## src/rtl/hpi_pkg.sv

```systemverilog
package hpi_pkg;

    localparam int HPI_AW = 16;
    localparam int HOST_W = 16;
    localparam int WORD_W = 32;

    typedef enum logic [1:0] {
        SEL_CTRL  = 2'd0,
        SEL_WADDR = 2'd1,
        SEL_RADDR = 2'd2,
        SEL_DATA  = 2'd3
    } hpi_sel_e;

    typedef struct packed {
        logic [HPI_AW-1:0] addr;
        logic [WORD_W-1:0] data;
    } hpi_wr_t;

    function automatic logic [WORD_W-1:0] join_halves(input logic [HOST_W-1:0] hi,
                                                      input logic [HOST_W-1:0] lo);
        return {hi, lo};
    endfunction

    function automatic logic [HOST_W-1:0] pick_half(input logic [WORD_W-1:0] word,
                                                    input logic hi);
        return hi ? word[WORD_W-1:HOST_W] : word[HOST_W-1:0];
    endfunction

endpackage

```

## src/rtl/hpi_fifo.sv

```systemverilog
module hpi_fifo #(
    parameter int WIDTH = 32,
    parameter int DEPTH = 4
) (
    input  logic                       clk,
    input  logic                       rst,
    input  logic                       flush,
    input  logic                       push,
    input  logic [WIDTH-1:0]           din,
    input  logic                       pop,
    output logic [WIDTH-1:0]           dout,
    output logic [$clog2(DEPTH+1)-1:0] count,
    output logic                       full,
    output logic                       empty
);
    localparam int PW = (DEPTH > 1) ? $clog2(DEPTH) : 1;
    localparam int CW = $clog2(DEPTH + 1);

    logic [WIDTH-1:0] store [DEPTH];
    logic [PW-1:0]    wr_ptr, rd_ptr;
    logic [CW-1:0]    level;

    function automatic logic [PW-1:0] bump(input logic [PW-1:0] p);
        return (p == PW'(DEPTH - 1)) ? '0 : p + 1'b1;
    endfunction

    assign full  = (level == CW'(DEPTH));
    assign empty = (level == '0);
    assign count = level;
    assign dout  = store[rd_ptr];

    always_ff @(posedge clk) begin
        if (rst || flush) begin
            wr_ptr <= '0;
            rd_ptr <= '0;
            level  <= '0;
        end else begin
            if (push) begin
                store[wr_ptr] <= din;
                wr_ptr        <= bump(wr_ptr);
            end
            if (pop) rd_ptr <= bump(rd_ptr);
            case ({push, pop})
                2'b10:   level <= level + 1'b1;
                2'b01:   level <= level - 1'b1;
                default: level <= level;
            endcase
        end
    end

    a_r4_no_overflow: assert property (@(posedge clk) disable iff (rst)
        (push && !flush) |-> !full);
    a_r4_no_underflow: assert property (@(posedge clk) disable iff (rst)
        (pop && !flush) |-> !empty);

endmodule

```

## src/rtl/hpi_mem_engine.sv

```systemverilog
module hpi_mem_engine
    import hpi_pkg::*;
(
    input  logic              clk,
    input  logic              rst,
    input  logic              wf_valid,
    input  hpi_wr_t           wf_entry,
    output logic              wf_pop,
    input  logic              fetch_want,
    input  logic [HPI_AW-1:0] fetch_addr,
    output logic              rd_issue,
    output logic              rd_push,
    output logic [WORD_W-1:0] rd_word,
    output logic              wr_busy,
    output logic              rd_busy,
    output logic              mem_req,
    output logic              mem_we,
    output logic [HPI_AW-1:0] mem_addr,
    output logic [WORD_W-1:0] mem_wdata,
    input  logic              mem_gnt,
    input  logic [WORD_W-1:0] mem_rdata
);
    logic              req_q, req_we, rd_pend;
    logic [HPI_AW-1:0] req_addr;
    logic [WORD_W-1:0] req_wdata;
    logic              idle;

    assign idle     = !req_q && !rd_pend;
    assign wf_pop   = idle && wf_valid;
    assign rd_issue = idle && !wf_valid && fetch_want;

    always_ff @(posedge clk) begin
        if (rst) begin
            req_q     <= 1'b0;
            req_we    <= 1'b0;
            rd_pend   <= 1'b0;
            req_addr  <= '0;
            req_wdata <= '0;
        end else begin
            if (wf_pop) begin
                req_q     <= 1'b1;
                req_we    <= 1'b1;
                req_addr  <= wf_entry.addr;
                req_wdata <= wf_entry.data;
            end else if (rd_issue) begin
                req_q    <= 1'b1;
                req_we   <= 1'b0;
                req_addr <= fetch_addr;
            end
            if (req_q && mem_gnt) begin
                req_q   <= 1'b0;
                rd_pend <= !req_we;
            end else if (rd_pend) begin
                rd_pend <= 1'b0;
            end
        end
    end

    assign rd_push   = rd_pend;
    assign rd_word   = mem_rdata;
    assign wr_busy   = req_q && req_we;
    assign rd_busy   = (req_q && !req_we) || rd_pend;
    assign mem_req   = req_q;
    assign mem_we    = req_we;
    assign mem_addr  = req_addr;
    assign mem_wdata = req_wdata;

    a_r11_req_held: assert property (@(posedge clk) disable iff (rst)
        (mem_req && !mem_gnt) |=> (mem_req && $stable(mem_addr) && $stable(mem_we)));
    a_r11_one_in_flight: assert property (@(posedge clk) disable iff (rst)
        (mem_req && mem_gnt && !mem_we) |=> !mem_req);

endmodule

```

## src/rtl/hpi_slave.sv

```systemverilog
module hpi_slave
    import hpi_pkg::*;
#(
    parameter int WF_DEPTH = 4,
    parameter int RF_DEPTH = 4
) (
    input  logic              clk,
    input  logic              rst,
    input  logic              host_strobe,
    input  logic              host_rnw,
    input  logic [1:0]        host_sel,
    input  logic              host_autoinc,
    input  logic              host_hwil,
    input  logic [HOST_W-1:0] host_wdata,
    output logic [HOST_W-1:0] host_rdata,
    output logic              host_rdy_n,
    output logic              mem_req,
    output logic              mem_we,
    output logic [HPI_AW-1:0] mem_addr,
    output logic [WORD_W-1:0] mem_wdata,
    input  logic              mem_gnt,
    input  logic [WORD_W-1:0] mem_rdata
);
    localparam int WCW = $clog2(WF_DEPTH + 1);
    localparam int RCW = $clog2(RF_DEPTH + 1);

    hpi_sel_e          sel;
    logic [HPI_AW-1:0] waddr, raddr, fetch_addr;
    logic [HOST_W-1:0] lo_hold;
    logic              pf_en;

    logic              wf_push, wf_pop, wf_full, wf_empty;
    logic [WCW-1:0]    wf_count;
    hpi_wr_t           wf_in, wf_head;

    logic              rf_push, rf_pop, rf_flush, rf_full, rf_empty;
    logic [RCW-1:0]    rf_count;
    logic [WORD_W-1:0] rf_head, rf_in;

    logic              eng_wr_busy, eng_rd_busy, rd_issue, fetch_want, demand;
    logic              can_complete, done, fetch_cmd;

    assign sel = hpi_sel_e'(host_sel);
    assign fetch_cmd = !host_rnw && host_wdata[0];

    always_comb begin
        can_complete = 1'b1;
        unique case (sel)
            SEL_CTRL:  if (!host_rnw) can_complete = !eng_rd_busy;
            SEL_WADDR: if (!host_rnw) can_complete = wf_empty && !eng_wr_busy && !eng_rd_busy;
            SEL_RADDR: if (!host_rnw) can_complete = !eng_rd_busy;
            SEL_DATA: begin
                if (!host_rnw)
                    can_complete = !host_hwil || !wf_full;
                else if (host_hwil && !host_autoinc)
                    can_complete = !rf_empty && !eng_rd_busy;
                else
                    can_complete = !rf_empty;
            end
            default: can_complete = 1'b1;
        endcase
    end

    assign done       = host_strobe && can_complete;
    assign host_rdy_n = !done;

    assign rf_flush = done && !host_rnw && (sel == SEL_WADDR || sel == SEL_RADDR ||
                                            (sel == SEL_CTRL && fetch_cmd))
                    || (done && host_rnw && sel == SEL_DATA && host_hwil && !host_autoinc);
    assign rf_pop   = done && host_rnw && sel == SEL_DATA && host_hwil && host_autoinc;
    assign wf_push  = done && !host_rnw && sel == SEL_DATA && host_hwil;
    assign wf_in    = '{addr: waddr, data: join_halves(host_wdata, lo_hold)};

    assign demand     = host_strobe && host_rnw && sel == SEL_DATA && rf_empty;
    assign fetch_want = (pf_en || demand) && (rf_count < RCW'(RF_DEPTH)) && !rf_flush;

    always_ff @(posedge clk) begin
        if (rst) begin
            waddr      <= '0;
            raddr      <= '0;
            fetch_addr <= '0;
            lo_hold    <= '0;
            pf_en      <= 1'b0;
        end else begin
            if (rd_issue) fetch_addr <= fetch_addr + 1'b1;
            if (done) begin
                unique case (sel)
                    SEL_CTRL: if (fetch_cmd) begin
                        fetch_addr <= raddr;
                        pf_en      <= 1'b1;
                    end
                    SEL_WADDR: if (!host_rnw) begin
                        waddr      <= host_wdata[HPI_AW-1:0];
                        fetch_addr <= raddr;
                        pf_en      <= 1'b0;
                    end
                    SEL_RADDR: if (!host_rnw) begin
                        raddr      <= host_wdata[HPI_AW-1:0];
                        fetch_addr <= host_wdata[HPI_AW-1:0];
                        pf_en      <= 1'b0;
                    end
                    SEL_DATA: begin
                        if (!host_rnw) begin
                            if (!host_hwil)        lo_hold <= host_wdata;
                            else if (host_autoinc) waddr   <= waddr + 1'b1;
                        end else if (host_hwil) begin
                            if (host_autoinc) begin
                                raddr <= raddr + 1'b1;
                                pf_en <= 1'b1;
                            end else begin
                                fetch_addr <= raddr;
                                pf_en      <= 1'b0;
                            end
                        end
                    end
                    default: ;
                endcase
            end
        end
    end

    always_comb begin
        unique case (sel)
            SEL_WADDR: host_rdata = HOST_W'(waddr);
            SEL_RADDR: host_rdata = HOST_W'(raddr);
            SEL_DATA:  host_rdata = pick_half(rf_head, host_hwil);
            default:   host_rdata = '0;
        endcase
    end

    hpi_fifo #(.WIDTH($bits(hpi_wr_t)), .DEPTH(WF_DEPTH)) u_wfifo (
        .clk   (clk),
        .rst   (rst),
        .flush (1'b0),
        .push  (wf_push),
        .din   (wf_in),
        .pop   (wf_pop),
        .dout  (wf_head),
        .count (wf_count),
        .full  (wf_full),
        .empty (wf_empty)
    );

    hpi_fifo #(.WIDTH(WORD_W), .DEPTH(RF_DEPTH)) u_rfifo (
        .clk   (clk),
        .rst   (rst),
        .flush (rf_flush),
        .push  (rf_push),
        .din   (rf_in),
        .pop   (rf_pop),
        .dout  (rf_head),
        .count (rf_count),
        .full  (rf_full),
        .empty (rf_empty)
    );

    hpi_mem_engine u_engine (
        .clk        (clk),
        .rst        (rst),
        .wf_valid   (!wf_empty),
        .wf_entry   (wf_head),
        .wf_pop     (wf_pop),
        .fetch_want (fetch_want),
        .fetch_addr (fetch_addr),
        .rd_issue   (rd_issue),
        .rd_push    (rf_push),
        .rd_word    (rf_in),
        .wr_busy    (eng_wr_busy),
        .rd_busy    (eng_rd_busy),
        .mem_req    (mem_req),
        .mem_we     (mem_we),
        .mem_addr   (mem_addr),
        .mem_wdata  (mem_wdata),
        .mem_gnt    (mem_gnt),
        .mem_rdata  (mem_rdata)
    );

    a_r12_strobe_held: assert property (@(posedge clk) disable iff (rst)
        (host_strobe && host_rdy_n) |=> host_strobe);
    a_r5_drained_on_reload: assert property (@(posedge clk) disable iff (rst)
        (done && !host_rnw && sel == SEL_WADDR) |-> (!mem_req && wf_count == '0));
    a_r8_no_push_when_full: assert property (@(posedge clk) disable iff (rst)
        rf_push |-> !rf_full);

endmodule

```

## config.mk

```make
export PLATFORM = sky130hd
export DESIGN_NAME = hpi_slave
export DESIGN_NICKNAME = d
export VERILOG_FILES = /design/src/rtl/hpi_pkg.sv /design/src/rtl/hpi_fifo.sv /design/src/rtl/hpi_mem_engine.sv /design/src/rtl/hpi_slave.sv
export SDC_FILE = /design/constraint.sdc
export NUM_CORES = 1
export LEC_CHECK = 0
export ABC_AREA = 1
export ABC_CLOCK_PERIOD_IN_PS = 12800
export BUFFER_PORTS_ARGS = -buffer_cell sky130_fd_sc_hd__buf_2
export CORE_MARGIN = 4
export CORE_UTILIZATION = 30
export DETAILED_ROUTE_END_ITERATION = 10
export HOLD_SLACK_MARGIN = 0.12
export PLACE_DENSITY_LB_ADDON = 0.2
export SLEW_MARGIN = 5
export SYNTH_ARGS = -nofsm -noshare
export SYNTH_HDL_FRONTEND = slang
export SYNTH_SLANG_ARGS = --single-unit
```

## constraint.sdc

```tcl
create_clock -name clk -period 12.8 [get_ports clk]
set_input_delay 1.28 -clock clk [delete_from_list [all_inputs] [get_ports clk]]
set_output_delay 1.28 -clock clk [all_outputs]
set_load 0.03 [all_outputs]
```

== After elaboration in Yosys (flattened, before gate mapping) ==
Memories as Yosys holds them, arrays and structs flattened. A register that Yosys moved wholly into a read port is not among the register bits.
Cells that the tools add are included.
Operators by class
  $add $sub $neg: 11
  $lt $le $gt $ge: 1
  eq/ne operators: 20
  mux-type cells: 53
  bitwise gates (word level): 3
  reduce and logical (&&, ||, !) cells: 64
Operators with widths (count)
  $mux 16: 18
  $pmux 16 s2: 2
  $pmux 16 s4: 1
  $add 16x1->16 const B: 3
  $pmux 16 s3: 1
  $logic_and 1x1->1: 28
  $mux 1: 19
  $eq 2x2->1 const B: 8
  $mux 2: 8
  $ne 2x2->1 const B: 8
  $logic_not 1->1: 13
  $pmux 3 s2: 2
  $reduce_and 6->1: 2
  $reduce_bool 2->1: 5
  $add 2x1->2 const B: 4
  $reduce_or 2->1: 4
  $logic_or 1x1->1: 7
  $add 3x1->3 const B: 2
  $eq 2x1->1 const B: 3
  $logic_not 3->1: 2
  $pmux 1 s3: 2
  $sub 3x1->3 const B: 2
  $reduce_and 5->1: 1
  $reduce_and 4->1: 1
  other kinds (4): 6
Word-level totals
  register bits: 130
  memory bits (writable): 320
  memories: 2
Memories
  u_wfifo.store: words 4, width 48, rd ports 1, clocked after Yosys merged registers in 1, write ports 1, line hpi_fifo.sv:19  | logic [WIDTH-1:0] store [DEPTH];
  u_rfifo.store: words 4, width 32, rd ports 1, clocked after Yosys merged registers in 1, write ports 1, line hpi_fifo.sv:19

== Logic depth before layout (Yosys ltp) ==
Gate-level depths: netlist of run 1.
  depth after elaboration: 23
  depth in mapped cells: 20
  depth with buffers taken out: 20

== Hierarchy ==
From an unflattened synthesis of run 1, not the netlist that was laid out.
Second synthesis, totals
  cell total of the unflattened synthesis: 2120
  area total of the unflattened synthesis: 20498.4 um^2
By module, submodules not included
  hpi_fifo (u_wfifo): times used 1, cells each 527, area an instance 7644.8 um^2
  hpi_fifo (u_rfifo): times used 1, cells each 371, area an instance 5245.0 um^2
  hpi_slave: times used 1, cells each 895, area an instance 5171.2 um^2
  hpi_mem_engine: times used 1, cells each 327, area an instance 2437.3 um^2

== Worst setup path after synthesis of run 1 ==
Ideal clock, no wire load.
  path type: input to register
  from: input port host_sel[0]
  to: memory u_wfifo.store[0][0] (netlist name) (enable)
  arrival: 4.666 ns
  data required time: 12.346 ns
  setup slack: 7.680 ns
  stages: 13
  cells stage by stage: ha_1 -> buf_4 -> nand2_1 -> inv_2 -> nand4_1 -> nand2_2 -> nor2_8 -> nand2_4 -> nor2_8 -> inv_2 -> nor2_1 -> nand2_1 -> nor2_1
On the way
  word-level cells in the longest chain between the ends: 10
  elaborated cells on any way between the ends: 13
  those cells by class: 3 x eq/ne; 4 x mux; 6 x reduce/logical
Ends and longest elaborated chain
  start, declared: line hpi_slave.sv:11  | input logic [1:0] host_sel,
  $eq 2x2->1 / $logic_not 2->1 (equally long branches): line hpi_slave.sv:48  | unique case (sel)
  $reduce_or 2->1 (no source line)
  $pmux 1 s3: line hpi_slave.sv:48
  $logic_and 1x1->1: line hpi_slave.sv:64  | assign done = host_strobe && can_complete;
  $logic_and 1x1->1: line hpi_slave.sv:71  | assign wf_push = done && !host_rnw && sel == SEL_DATA && host_hwil;
  $logic_and 1x1->1 * (2 in a row): line hpi_slave.sv:71
  $mux 1 *: line hpi_fifo.sv:38  | if (push) begin
  $mux 1 *: line hpi_fifo.sv:33  | if (rst || flush) begin
  $mux 1 (implied by the code) *: line hpi_fifo.sv:39  | store[wr_ptr] <= din;
  end, declared: line hpi_fifo.sv:19
Mark *: on every way between the ends. The rest lies on a longest branch, timed or not.

== Worst setup path in the final report of run 1 ==
  from: input port host_rnw
  to: register u_engine.req_addr[5] (netlist: u_engine.mem_addr[5])
On the way
  word-level cells in the longest chain between the ends: 12
  elaborated cells on any way between the ends: 25
  those cells by class: 4 x mux; 21 x reduce/logical
Ends and longest elaborated chain
  start, declared: line hpi_slave.sv:10  | input logic host_rnw,
  $mux 1, on equally long branches
  $pmux 1 s3: line hpi_slave.sv:48
  $logic_and 1x1->1: line hpi_slave.sv:64
  $logic_and 1x1->1 (4 in a row): line hpi_slave.sv:69  | || (done && host_rnw && sel == SEL_DATA && host_hwil && !host_autoinc);
  $logic_or 1x1->1: line hpi_slave.sv:69
  $logic_not 1->1: line hpi_slave.sv:75  | assign fetch_want = (pf_en || demand) && (rf_count < RCW'(RF_DEPTH)) && !rf_flush;
  $logic_and 1x1->1 *: line hpi_slave.sv:75
  $logic_and 1x1->1 *: line hpi_mem_engine.sv:30  | assign rd_issue = idle && !wf_valid && fetch_want;
  $reduce_bool 2->1 (no source line) *
  end signal, assigned: line hpi_mem_engine.sv:43  | req_addr <= wf_entry.addr;
  end signal, assigned: line hpi_mem_engine.sv:48  | req_addr <= fetch_addr;
  end, declared: line hpi_mem_engine.sv:24  | logic [HPI_AW-1:0] req_addr;
Marked as above.
A chain may end at the register's enable or synchronous reset.

==> results.toml, run 1 <==
[synthesis]
synth.top_cells.by_count = "nand2_1 (377), edfxtp_1 (320), nor2_1 (282)"
synth_compound_gate_area_share = 0.1393
dominantRegCellSynth = "edfxtp_1"
area_of_the_mapped_netlist_um2 = 19870
synth_area_leader_cell = "edfxtp_1"
top_post_synthesis_cells_by_area = "edfxtp_1 (48%), dfxtp_1 (13%), nand2_1 (7.1%)"
yosys.cell_count.top_type = "nand2_1"
ys_seq_area_frac = 0.6185
post_synth_mux_area_share = 0
synth-xor-area-share = 0.01278
yosys_register_bits = 454
post_synth.cell_area_avg_um2 = 9.676
synthesis.nets = 2132
ys.warnings.count = 0
synth.lib_cells_used.distinct = 45
synthAdderAreaFrac = 0.01398
syn-instance-count = 2054
synth_top_cell_area_share = 0.4835
synth_enable_flop_cells = 320
synth_async_sr_flop_share = 0
post_synth_and_or_nand_nor_area_fraction = 0.1687
main_combinational_cell_family_by_area_after_synthesis = "simple AND/OR/NAND/NOR gates"

[sta]
timing_max_transition_violations_final = 0
hold_slack_ns = 0.5054
worst_slew_margin_rel = 0.2619
final_min_period_over_clock_period = 0.3968
timing.clock.skew_ns = 0.03454
max_freq_ghz = 0.1969
final_hold_viol_count = 0
tightestPinTransition_ns = 1.106
final_period_minus_worst_setup_slack_ns = 5.080
rsz0062_at_grt = "no"
final.setup.tns_ns = 0
final-setup-viol-count = 0

[detailed_routing]
via_count = 15186
detail_route.drc_violations = 0
routed_via_density = 5.002
detailedRoute.firstPassIterationCount = 5
detail_route.iter0.violations = 1179
detail_route.wirelength_mm = 60.65
number_of_nets_with_antenna_violations_after_detailed_routing = 0
routed_wire_length_per_instance_um = 19.98

[worst_setup_path]
timing.critical_path.from_type = "input port"
critical_path.top_delay_family = "simple AND/OR/NAND/NOR gates"
critical_path_peak_fanout = 40
worstSetupPathType = "input port to register"
timing.critical_path.to_type = "register"
path_cells = "buf_2 > buf_4 > inv_2 > nand2_2 > nor2_2 > or2_1 > nand4_4 > nand3_1 > nand2_1 > o21ai_0 > a21oi_1"
timing.critical_path.slowest_stage_cell = "nand3_1"
cp.required_ns = 13.24
crit_path_max_incr_delay_ns = 0.74
crit_arrival_ns = 5.52
worst-path-buf-inv = 3

[floorplanning]
placementRows = 94
die_ht_um = 265.4
floorplan.initialDensity = 0.3023
die-width_um = 265.4
design.core.area_um2 = 65750
count_of_pins_on_the_block_boundary = 124
fp.dieArea_um2 = 70430

[clocking]
cts_num_sinks = 454
number_of_buffers_inserted_by_post_cts_setup_repair = 0
cts.htree.levels = 2
cts_buffers = 50
clock_insertion_delay_worst_skew_ns = 0.60
clockRootBuffer = "clkbuf_16"
cts_resized = 0
worst_setup_hold_path_clk_slew_ns = 0.06
cts_hold_buffers = 0
clockBufferDepth = 3
tritoncts = "built"

[layout]
synthToLayoutAreaGrowth_pct = 15.39
finish.net_count = 2209
layout-drive-gt1-share = 0.1202
fillerInstances = 6634

[run_status]
outcome = "finished clean"

[global_route]
first_pass_grt_wire_length_mm = 90.74
grt_start_max_net_pins = 79
aggregate_global_route_resource_usage = 0.1671
via_count_of_the_first_global_routing_pass = 14247
antenna_violations_before_repair = 1
final_global_route_overflow_total = 0

[hold_path]
timing.hold.worst.class = "register to register"

[run]
cap_viol_max_count = 0

[power_and_ir_drop]
power.density_nw_per_um2 = 169.9
leakage_nw = 8.541
vdd.ir_drop.worst_mv = 0.1025

[placed_design]
io_buffer_count = 123
post-dp-hpwl_mm = 38.82
gp_congestion = 0.8623
[worst min-delay path: stages (launching register included)]
cell,delay (ns)
dfxtp_1,0.31
nand2_1,0.06
a21oi_1,0.07
[layout by cell type, fill, tap and decap left out, types with 4 or more instances in the layout]
master,synthesis,final
nand2_1,377,377
edfxtp_1,320,320
nor2_1,282,273
o21ai_0,250,250
dfxtp_1,134,132
buf_2,10,123
inv_1,107,104
nand3_1,103,103
a21oi_1,100,100
clkbuf_16,0,51
a31oi_1,48,48
o22ai_1,47,47
xor2_1,27,27
buf_4,4,24
nand4_1,21,21
ha_1,19,19
o21ai_1,17,17
clkbuf_1,94,15
o2111ai_1,13,13
inv_2,10,12
nor2_2,4,9
nor3_1,9,9
clkbuf_8,0,8
clkinv_2,0,7
a211oi_1,7,7
a221oi_1,5,5
clkinv_1,1,5
nor2_4,0,4
[report_power, final]
| part | switching [mW] | leakage, nW | internal (mW) | total [mW] |
|---|---|---|---|---|
| Combinational | 0.576 | 3.70 | 0.207 | 0.782 |
| Clock | 0.585 | 0.783 | 0.822 | 1.41 |
| Sequential | 0.0646 | 4.06 | 1.64 | 1.71 |
| Total | 1.23 | 8.54 | 2.67 | 3.90 |
[area by class of cell]
cell class | count | area [um^2] | area share
clock buffers | 74 | 1443 | 0.06291
multi-input cells | 1360 | 6696 | 0.2920
inverters | 118 | 444.2 | 0.01937
diodes | 1 | 2.502 | 0.0001091
repair buffers | 147 | 795.8 | 0.03470
well taps | 864 | 1081 | 0.04714
flip-flops and latches | 454 | 12290 | 0.5361
clock inverters | 18 | 175.2 | 0.007639
[state kept, by name, indices dropped and copies added (netlist names), 3 cells and up, named ones only]
name and cells:
fetch_addr 16, lo_hold 16, raddr 16, u_engine.mem_addr 16, u_engine.mem_wdata 32, u_rfifo.count 3
u_rfifo.store 128, u_wfifo.count 3, u_wfifo.store 192, waddr 16
[per-layer routing]
metal / track usage / wire length [um] / share of wire
met1: 0.2292 / 26740 / 0.44
met5: 0 / 8 / 0.00013
met2: 0.2795 / 29250 / 0.48
met3: 0.02257 / 3086 / 0.051
met4: 0.04512 / 1559 / 0.026
[per-stage QoR]
| stage | setup WS (ns) | power (mW) | area (um^2) | instances | utilization |
|---|---|---|---|---|---|
| after floorplan | 7.680 | 2.255 | 19870 | 2054 | - |
| after global placement | 7.251 | 2.526 | 21310 | 2943 | 0.3242 |
| after detailed placement | 7.156 | 2.534 | 21310 | 2943 | 0.3242 |
| after CTS | 7.780 | 3.954 | 22930 | 3035 | 0.3488 |
| after global routing | 7.239 | 4.098 | 22930 | 3035 | 0.3488 |
| final | 7.720 | 3.896 | 22930 | 3036 | 0.3488 |
[final timing paths]
check	from	endpoint	slack, ns	cells after the start
max	host_rnw	u_engine.mem_addr[5]	7.72	11
min	u_rfifo.rd_ptr[1]	register	0.51	2
max reg2reg	u_wfifo.count[1]	u_engine.mem_addr[5]	9.15	7
min reg2reg	u_rfifo.rd_ptr[1]	register	0.51	2
[logic make-up (layout without fill, tap and decap cells)]
logic type	count (synthesis)	in the layout
buffers and inverters	240	357
and+or+nand+nor	809	809
xor gates and xnor gates	29	29
other	0	1
adders and majority gates	21	21
AOI/OAI and AO/OA	501	501
DFF	454	454
No activity file was read; power rests on OpenSTA's default activity.
==> run 2: changes to the inputs <==
--- a/config.mk
+++ b/config.mk
@@ -6,7 +6,7 @@
 export NUM_CORES = 1
 export LEC_CHECK = 0
 export ABC_AREA = 1
-export ABC_CLOCK_PERIOD_IN_PS = 12800
+export ABC_CLOCK_PERIOD_IN_PS = 4500
 export BUFFER_PORTS_ARGS = -buffer_cell sky130_fd_sc_hd__buf_2
 export CORE_MARGIN = 4
 export CORE_UTILIZATION = 30
==> constraint.sdc (replaced) <==
create_clock -name clk -period 4.5 [get_ports clk]
set_input_delay 0.45 -clock clk [delete_from_list [all_inputs] [get_ports clk]]
set_output_delay 0.45 -clock clk [all_outputs]
set_load 0.03 [all_outputs]
==> results.toml, run 2 (same netlist as run 1, synthesis figures left out) <==
[clocking]
worst_setup_hold_path_clk_slew_ns = 0.06
cts_buffers = 50
clockBufferDepth = 3
tritoncts = "built"
clock_insertion_delay_worst_skew_ns = 0.59
number_of_buffers_inserted_by_post_cts_setup_repair = 0
cts.htree.levels = 2
clockRootBuffer = "clkbuf_16"
cts_num_sinks = 454

[layout]
max_flop_register = "u_wfifo.store"
fillerInstances = 6647
layout.cells.most_common = "nand2_1"
synthToLayoutAreaGrowth_pct = 18.31
finish.net_count = 2250
diodes = 0
ff_latch_area_um2 = 12290
layout-drive-gt1-share = 0.1261
multi_input_area_um2 = 6699
layout_common_cells = "nand2_1 (377), edfxtp_1 (320), nor2_1 (273)"
largest_register_ff_count = 192

[detailed_routing]
routed_via_density = 5.013
via_count = 15426
detail_route.iter0.violations = 1246
detailedRoute.firstPassIterationCount = 5
number_of_nets_with_antenna_violations_after_detailed_routing = 0
routed_wire_length_per_instance_um = 20.08
detail_route.drc_violations = 0
detail_route.wirelength_mm = 61.79

[sta]
final_min_period_over_clock_period = 0.7514
final_period_minus_worst_setup_slack_ns = 3.381
final_hold_viol_count = 0
rsz0062_at_grt = "no"
timing_max_transition_violations_final = 0
timing.clock.skew_ns = 0.02392
final.setup.tns_ns = 0
tightestPinTransition_ns = 1.192
max_freq_ghz = 0.2957
final-setup-viol-count = 0
finalWorstSetupSlack_ns = 1.119
worst_slew_margin_rel = 0.1995

[global_route]
aggregate_global_route_resource_usage = 0.1699
grt_start_max_net_pins = 78
final_global_route_overflow_total = 0
antenna_violations_before_repair = 4
first_pass_grt_wire_length_mm = 92.80
via_count_of_the_first_global_routing_pass = 14798

[power_and_ir_drop]
vdd.ir_drop.worst_mv = 0.2779
pwr-share-comb = 0.198
power.density_nw_per_um2 = 486.7
power_share_of_the_sequential_group = 0.424
power_report.internal_total_mw = 7.903
fraction_of_power_spent_switching_nets = 0.3093
leakage_nw = 8.808
p_clk_frac = 0.378
net_switching_power_figure_mw = 3.539

[run]
cap_viol_max_count = 0

[worst_setup_path]
timing.critical_path.to_type = "register"
critical_path.startpoint = "host_sel[0]"
crit_arrival_ns = 3.82
critical_path.reg2reg.startpoint = "u_engine.mem_req"
worstRegToRegCells = 10
timing.critical_path.from_type = "input port"
cp.required_ns = 4.94
critical_path_peak_fanout = 33
worstSetupPathType = "input port to register"
reg2reg_slack_ns = 1.32

[placed_design]
io_buffer_count = 123
post-dp-hpwl_mm = 38.85
gp_congestion = 0.8800
dpl_worst_slack_ns = 0.5359

[floorplanning]
die-width_um = 265.4
floorplan.initialDensity = 0.3023
placementRows = 94
fp.dieArea_um2 = 70430
count_of_pins_on_the_block_boundary = 124
die_ht_um = 265.4
design.core.area_um2 = 65750

[run_status]
outcome = "finished clean"

[hold_path]
timing.hold.worst.class = "input port to register"
min-delay-start = "mem_gnt"
holdPathStages = 3
-- run 2: cell count changes in the layout (fill, tap and decap cells not counted), moves of 2 or more --
cell and delta:
clkbuf_1 -6, bufinv_16 +4, clkinvlp_4 -2, buf_12 +4, buf_4 +5, dlygate4sd3_1 +32
clkinv_2 +2
-- run 2: area by class of cell --
type,count,area share
Clock buffer,70,0.06205
Tap cell,864,0.04598
Multi-Input combinational cell,1360,0.2849
Sequential cell,454,0.5229
Clock inverter,23,0.01282
Inverter,118,0.01889
Timing Repair Buffer,188,0.05247
-- run 2: worst paths after layout --
| check | endpoint |
|---|---|
| worst max register to register | u_engine.mem_addr[7] |
| worst min-delay path | u_engine.rd_push |
| worst max-delay path | u_engine.mem_addr[7] |
| worst min register to register | register |
-- run 2: through the flow --
step	util	instance area (um^2)	total power, mW	std cells	hold slack [ns]
6_report	0.3576	23510	11.44	3077	0.2269
5_1_grt	0.3576	23510	12.01	3077	0.2182
4_1_cts	0.3576	23510	11.59	3077	0.1928
3_5_place_dp	0.3260	21430	7.218	2952	0.4862
3_3_place_gp	0.3260	21430	7.180	2952	0.4779
2_1_floorplan	-	19870	6.413	2054	0.4539
-- run 2: layer usage --
| layer | global-route usage | vias to the layer above | wire length [um] | share of wire |
|---|---|---|---|---|
| met4 | 0.05011 | 2 | 1633 | 0.026 |
| met3 | 0.02673 | 96 | 3563 | 0.058 |
| met2 | 0.2817 | 481 | 29190 | 0.47 |
| met1 | 0.2310 | 7435 | 27390 | 0.44 |
| li1 | - | 7412 | - | - |
| met5 | 0 | - | 12 | 0.00019 |
-- run 2: worst max-delay path, stage by stage --
cell and delay, ns:
buf_2 0.12, inv_1 0.06, ha_1 0.23, inv_2 0.08, buf_4 0.38, nand2_1 0.13, nor2_1 0.14, nor2_2 0.08
nor2_8 0.17, nand4_4 0.28, nand3_1 0.56, nand2_1 0.68, o21ai_0 0.38, a21oi_1 0.06
-- run 2: repair_timing --
action,4_1_cts,5_1_grt
endpoints found under the hold margin,128,0
resized for setup,0,0
hold buffers,32,0
-- run 2: power groups by stage --
| stage | registers [mW] | logic (mW) | clock network [mW] |
|---|---|---|---|
| floorplan | 5.09 | 1.33 | 0 |
| global placement | 4.95 | 2.23 | 0 |
| detailed placement | 4.94 | 2.27 | 0 |
| finish | 4.85 | 2.27 | 4.32 |
| global route | 4.88 | 2.52 | 4.61 |
| CTS | 4.86 | 2.30 | 4.43 |
